File: src/rtl/sysreg_trap_pkg.sv
package sysreg_trap_pkg;
  typedef enum logic [2:0] {
    ACT_NONE  = 3'd0,
    ACT_UNDEF = 3'd1,
    ACT_TRAP  = 3'd2,
    ACT_NVMEM = 3'd3,
    ACT_LOCAL = 3'd4,
    ACT_ALIAS = 3'd5
  } act_e;

  typedef struct packed {
    act_e       act;
    logic [1:0] tgt;
  } verdict_t;

  localparam logic [2:0] NV_REDIR_PRI = 3'b111;
  localparam logic [2:0] NV_REDIR_ALT = 3'b101;
endpackage

File: src/rtl/sysreg_enc_match.sv
module sysreg_enc_match #(
  parameter logic [1:0] OP0     = 2'b11,
  parameter logic [2:0] PRI_OP1 = 3'b000,
  parameter logic [2:0] ALT_OP1 = 3'b101,
  parameter logic [3:0] CRN     = 4'b1010,
  parameter logic [3:0] CRM     = 4'b0101,
  parameter logic [2:0] OP2     = 3'b000
) (
  input  logic [1:0] op0_i,
  input  logic [2:0] op1_i,
  input  logic [3:0] crn_i,
  input  logic [3:0] crm_i,
  input  logic [2:0] op2_i,
  output logic       hit_pri_o,
  output logic       hit_alt_o
);
  logic common;
  assign common    = (op0_i == OP0) && (crn_i == CRN) && (crm_i == CRM) && (op2_i == OP2);
  assign hit_pri_o = common && (op1_i == PRI_OP1);
  assign hit_alt_o = common && (op1_i == ALT_OP1) && !(op1_i == PRI_OP1);
endmodule

File: src/rtl/sysreg_tl_gate.sv
module sysreg_tl_gate (
  input  logic el3_impl_i,
  input  logic trap_lower_i,
  input  logic halted_i,
  input  logic sdd_i,
  output logic tl_on_o,
  output logic tl_undef_o
);
  assign tl_on_o    = el3_impl_i && trap_lower_i;
  // halted with secure debug disabled turns the top-level trap into undefined
  assign tl_undef_o = tl_on_o && halted_i && sdd_i;
endmodule

File: src/rtl/sysreg_pri_path.sv
module sysreg_pri_path
  import sysreg_trap_pkg::*;
(
  input  logic [1:0] cur_el_i,
  input  logic       el2_en_i,
  input  logic       trap_reg_i,
  input  logic       e2h_i,
  input  logic [2:0] nv_i,
  input  logic       tl_on_i,
  input  logic       tl_undef_i,
  output verdict_t   v_o
);
  always_comb begin
    v_o.act = ACT_UNDEF;
    v_o.tgt = 2'd0;
    unique case (cur_el_i)
      2'd1: begin
        if (tl_on_i) begin
          if (tl_undef_i) v_o.act = ACT_UNDEF;
          else begin v_o.act = ACT_TRAP; v_o.tgt = 2'd3; end
        end else if (el2_en_i && trap_reg_i) begin
          v_o.act = ACT_TRAP; v_o.tgt = 2'd2;
        end else if (el2_en_i && (nv_i == NV_REDIR_PRI)) begin
          v_o.act = ACT_NVMEM;
        end else begin
          v_o.act = ACT_LOCAL;
        end
      end
      2'd2: begin
        if (tl_on_i) begin
          if (tl_undef_i) v_o.act = ACT_UNDEF;
          else begin v_o.act = ACT_TRAP; v_o.tgt = 2'd3; end
        end else if (e2h_i) v_o.act = ACT_ALIAS;
        else                v_o.act = ACT_LOCAL;
      end
      2'd3:    v_o.act = ACT_LOCAL;
      default: v_o.act = ACT_UNDEF;
    endcase
  end
endmodule

File: src/rtl/sysreg_alt_path.sv
module sysreg_alt_path
  import sysreg_trap_pkg::*;
(
  input  logic [1:0] cur_el_i,
  input  logic       el2_en_i,
  input  logic       el2_aarch32_i,
  input  logic       e2h_i,
  input  logic [2:0] nv_i,
  input  logic       tl_on_i,
  input  logic       tl_undef_i,
  output verdict_t   v_o
);
  always_comb begin
    v_o.act = ACT_UNDEF;
    v_o.tgt = 2'd0;
    unique case (cur_el_i)
      2'd1: begin
        if (el2_en_i && (nv_i == NV_REDIR_ALT)) begin
          v_o.act = ACT_NVMEM;
        end else if (el2_en_i && nv_i[0]) begin
          // no halted exception on this path
          v_o.act = ACT_TRAP;
          v_o.tgt = tl_on_i ? 2'd3 : 2'd2;
        end
      end
      2'd2: begin
        if (e2h_i) begin
          if (tl_on_i) begin
            if (!tl_undef_i) begin v_o.act = ACT_TRAP; v_o.tgt = 2'd3; end
          end else v_o.act = ACT_LOCAL;
        end
      end
      2'd3: begin
        if (el2_en_i && !el2_aarch32_i && e2h_i) v_o.act = ACT_LOCAL;
      end
      default: v_o.act = ACT_UNDEF;
    endcase
  end
endmodule

File: src/rtl/sysreg_trap_decode.sv
module sysreg_trap_decode
  import sysreg_trap_pkg::*;
#(
  parameter logic [1:0] OP0     = 2'b11,
  parameter logic [2:0] PRI_OP1 = 3'b000,
  parameter logic [2:0] ALT_OP1 = 3'b101,
  parameter logic [3:0] CRN     = 4'b1010,
  parameter logic [3:0] CRM     = 4'b0101,
  parameter logic [2:0] OP2     = 3'b000,
  parameter int         EC_W    = 6,
  parameter logic [EC_W-1:0] TRAP_EC = 6'h18,
  parameter int         OFF_W   = 12,
  parameter logic [OFF_W-1:0] NV_OFF = 12'h900
) (
  input  logic [1:0]       op0_i,
  input  logic [2:0]       op1_i,
  input  logic [3:0]       crn_i,
  input  logic [3:0]       crm_i,
  input  logic [2:0]       op2_i,
  input  logic             wr_i,
  input  logic [1:0]       cur_el_i,
  input  logic             el3_impl_i,
  input  logic             el2_en_i,
  input  logic             el2_aarch32_i,
  input  logic             trap_lower_i,
  input  logic             trap_reg_i,
  input  logic             e2h_i,
  input  logic [2:0]       nv_i,
  input  logic             halted_i,
  input  logic             sdd_i,
  output logic [2:0]       act_o,
  output logic [1:0]       tgt_el_o,
  output logic [EC_W-1:0]  ec_o,
  output logic [OFF_W-1:0] nv_off_o,
  output logic             wr_o
);
  logic     hit_pri, hit_alt, tl_on, tl_undef;
  verdict_t v_pri, v_alt, v_sel;

  sysreg_enc_match #(
    .OP0(OP0), .PRI_OP1(PRI_OP1), .ALT_OP1(ALT_OP1),
    .CRN(CRN), .CRM(CRM), .OP2(OP2)
  ) u_match (
    .op0_i(op0_i), .op1_i(op1_i), .crn_i(crn_i), .crm_i(crm_i), .op2_i(op2_i),
    .hit_pri_o(hit_pri), .hit_alt_o(hit_alt)
  );

  sysreg_tl_gate u_gate (
    .el3_impl_i(el3_impl_i), .trap_lower_i(trap_lower_i),
    .halted_i(halted_i), .sdd_i(sdd_i),
    .tl_on_o(tl_on), .tl_undef_o(tl_undef)
  );

  sysreg_pri_path u_pri (
    .cur_el_i(cur_el_i), .el2_en_i(el2_en_i), .trap_reg_i(trap_reg_i),
    .e2h_i(e2h_i), .nv_i(nv_i), .tl_on_i(tl_on), .tl_undef_i(tl_undef),
    .v_o(v_pri)
  );

  sysreg_alt_path u_alt (
    .cur_el_i(cur_el_i), .el2_en_i(el2_en_i), .el2_aarch32_i(el2_aarch32_i),
    .e2h_i(e2h_i), .nv_i(nv_i), .tl_on_i(tl_on), .tl_undef_i(tl_undef),
    .v_o(v_alt)
  );

  always_comb begin
    v_sel.act = ACT_NONE;
    v_sel.tgt = 2'd0;
    if (hit_pri)      v_sel = v_pri;
    else if (hit_alt) v_sel = v_alt;
  end

  assign act_o    = v_sel.act;
  assign tgt_el_o = (v_sel.act == ACT_TRAP) ? v_sel.tgt : 2'd0;
  assign ec_o     = (v_sel.act == ACT_TRAP) ? TRAP_EC : '0;
  assign nv_off_o = (v_sel.act == ACT_NVMEM) ? NV_OFF : '0;
  assign wr_o     = (v_sel.act != ACT_NONE) && wr_i;

  always_comb begin
    if (!hit_pri && !hit_alt)
      assert_no_hit_none_R1: assert (act_o == 3'd0 && wr_o == 1'b0);
    if ((hit_pri || hit_alt) && cur_el_i == 2'd0)
      assert_el0_undef_R2: assert (act_o == 3'd1);
    if (hit_pri && cur_el_i == 2'd1 && el3_impl_i && trap_lower_i && !(halted_i && sdd_i))
      assert_pri_tl_trap_R3: assert (act_o == 3'd2 && tgt_el_o == 2'd3);
    if (hit_pri && cur_el_i == 2'd3)
      assert_pri_el3_local_R7: assert (act_o == 3'd4);
    if (hit_alt && cur_el_i == 2'd3 && !el2_en_i)
      assert_alt_el3_undef_R10: assert (act_o == 3'd1);
    if (act_o == 3'd2)
      assert_trap_target_R11: assert (tgt_el_o == 2'd2 || tgt_el_o == 2'd3);
  end
endmodule

File: config.mk
export PLATFORM = sky130hd
export DESIGN_NAME = sysreg_trap_decode
export DESIGN_NICKNAME = d
export VERILOG_FILES = /design/src/rtl/sysreg_trap_pkg.sv /design/src/rtl/sysreg_enc_match.sv /design/src/rtl/sysreg_tl_gate.sv /design/src/rtl/sysreg_pri_path.sv /design/src/rtl/sysreg_alt_path.sv /design/src/rtl/sysreg_trap_decode.sv
export SDC_FILE = /design/constraint.sdc
export NUM_CORES = 1
export LEC_CHECK = 0
export BUFFER_PORTS_ARGS = -buffer_cell sky130_fd_sc_hd__clkbuf_2
export CAP_MARGIN = 25
export CELL_PAD_IN_SITES_DETAIL_PLACEMENT = 1
export CELL_PAD_IN_SITES_GLOBAL_PLACEMENT = 1
export CORE_MARGIN = 2
export CORE_UTILIZATION = 29
export DETAILED_ROUTE_END_ITERATION = 10
export MAX_ROUTING_LAYER = met4
export PLACE_DENSITY_LB_ADDON = 0.25
export SYNTH_ARGS = -nofsm -noshare
export SYNTH_HDL_FRONTEND = slang
export SYNTH_HIERARCHICAL = 1
export SYNTH_SLANG_ARGS = --single-unit
File: constraint.sdc
create_clock -name vclk -period 3.9
set_input_delay 0.78 -clock vclk [all_inputs]
set_output_delay 0.78 -clock vclk [all_outputs]
set_load 0.03 [all_outputs]
==> metrics.md <==
| Metric | Value |
|---|---|
| Status | finished, final reports clean |
| RSZ-0062 raised after global routing | false |
| Post-route antenna net violation count | 0 |
| Buffer and inverter count on the worst path | 2 |
| Residual DRC | 0 |
| Footprint of the multi-input gates | 589 sq um |
| CLK BUF | 0 |
| DRT iter0 DRCs | 2 |
| Aggregate global-route resource usage | 0.145 |
| Initial antenna violation count | 0 |
| Post-synthesis sequential area ratio | 0 |
| Overall power | 0.0000649 W |
| Synth top area share | 0.173 |
| Largest net degree at the start of global routing | 11 |
| Rows | 17 |
| Worst Tran Pin Value | 0.530 ns |
| Seq Cell Count | 0 |
| Crit path required time | 3.12 ns |
| Final wirelength | 1850 microns |
| Gpl congestion | 0.739 |
| Mapped Area | 693 sq um |
| MaxCap Viol Count | 0 |
| Gate count of the mapped netlist | 97 |
| Post-cts hold buffer count | 0 |
| CP max stage delay | 0.55 ns |
| Num ports | 54 |
| P_leak | 0.458 nW |
| Worst slew margin | 0.643 |
| # Post-CTS Setup Buffers | 0 |
| Most frequent CP cell | clkbuf_2 |
| Post-CTS sizing | 0 |
| Slowest-stage cell, CP | or4b_1 |
| Yosys cell types | 35 |
| Area leader, netlist | buf_4 |
| Commonest non-fill, non-tap cell in the layout | clkbuf_2 |
| Ys Warns | 6 |
| 1st-pass router iterations | 2 |
| Final setup violation count | 0 |
| Peak supply drop | 34.3 uV |
| Most frequent cells in the layout | 40 x clkbuf_2, 14 x conb_1, 9 x inv_1 |
| Vias in the first global route | 800 |
| Pwr dens | 74.9 nW/um^2 |
| Crit-path cells | clkbuf_2, or4b_1, nor4_1, o21ai_0, o21ai_1, o21a_1, clkbuf_2 |
| Die Height | 52.9 microns |
| Crit start category | input port |
| Grt ovf | 0 |
| F_max | 283 MHz |
| Layout cells sized above 1 | 0.351 |
| Via count | 773 |
| Number of fillers in the final layout | 312 |
| Die Wd | 52.9 microns |
| CP arrival | 2.75 ns |
| Layout net count | 174 |
| Critical Path Fanout Max | 4 |
| Syn avg cell area | 7.15 sq um |
| Core area | 2230 sq um |
| Final min period | 3.53 ns |
| FF+latch area | 0 sq um |
| Final period utilization | 0.906 |
| Layout area overhead | 24.9% |
| DR vias/cell | 4.77 |
| Antenna Cells | 0 |
| Delay-heaviest family, CP | simple AND/OR/NAND/NOR gates |
| Crit end category | primary output |
| Hpwl dp | 1700 microns |
| Category of the most critical setup path | in2out |
| DIE AREA | 2800 sq um |
| Synth top area cells | buf_4 17%, ha_1 14%, inv_1 4.9% |
| First-pass GRT wire length | 3150 microns |
| Final TNS setup | 0 ns |
| Fin. Hold Viols | 0 |
| Wire per inst | 11.4 microns |
| Port bufs | 40 |
| Initial Util | 0.310 |
| Final slew viol count | 0 |
| Hold WC Path Type | in2out |
[synthesized netlist by cell type]
library cell	n
o21ai_0	4
nor2b_1	2
and4b_1	1
ha_1	8
a21o_1	1
nand2b_1	1
nand2_1	7
a41oi_1	1
a21oi_1	1
nand4b_1	3
nor3b_2	1
o21a_4	1
nand3_1	1
conb_1	1
nor3b_1	1
a31oi_1	3
and2_1	1
a21boi_0	1
nor4_1	2
nand3b_1	3
nor2b_4	1
buf_6	1
a22o_4	1
nor2_1	7
and2_2	1
inv_1	9
nor3_1	4
o21ai_1	2
o21bai_1	1
a2111o_1	2
or4b_1	3
buf_4	16
o21a_1	2
a22oi_1	2
and4_1	1
[stage by stage]
| step | instance area, sq um | setup slack, ns | cells | hold slack (ns) | util |
|---|---|---|---|---|---|
| 5_1_grt | 866 | 0.128 | 162 | 1.93 | 0.388 |
| 3_3_place_gp | 866 | 0.391 | 162 | 1.90 | 0.388 |
| 3_5_place_dp | 866 | 0.357 | 162 | 1.90 | 0.388 |
| 6_report | 866 | 0.368 | 162 | 1.90 | 0.388 |
| 4_1_cts | 866 | 0.345 | 162 | 1.90 | 0.388 |
| 2_1_floorplan | 748 | 0.0491 | 110 | 1.75 | - |
[report_power, final]
| group | internal, W | total (W) | switching, W |
|---|---|---|---|
| clock network | 0 | 0 | 0 |
| registers | 0 | 0 | 0 |
| logic | 0.0000231 | 0.0000649 | 0.0000417 |
[final timing paths]
kind / slack (ns) / from / end / depth (start not counted)
worst max-delay path: 0.37 / op2_i[2] / wr_o / 7
worst min-delay path: 1.90 / wr_i / wr_o / 3
[layer usage]
metal  vias to the layer above  track usage  wire (microns)
li1                        391            -               -
met2                        33        0.296             983
met5                         -            -               0
met3                         0            0             133
met4                         0            0               0
met1                       349        0.167             729
[cells by family (layout without fill, tap and decap cells)]
| family | count (synthesis) | in the layout | synth area share |
|---|---|---|---|
| compound gates | 22 | 22 | 0.245 |
| fa+ha+maj | 8 | 8 | 0.144 |
| buf+inv | 26 | 50 | 0.238 |
| other cells | 1 | 14 | 0.00541 |
| simple gates | 40 | 40 | 0.366 |
[layout make-up]
class | count | share of cell area
inverters | 9 | 0.0390
multi-input cells | 84 | 0.681
well taps | 28 | 0.0405
repair buffers | 41 | 0.240
Note: power is estimated with default switching activity, not from simulation.
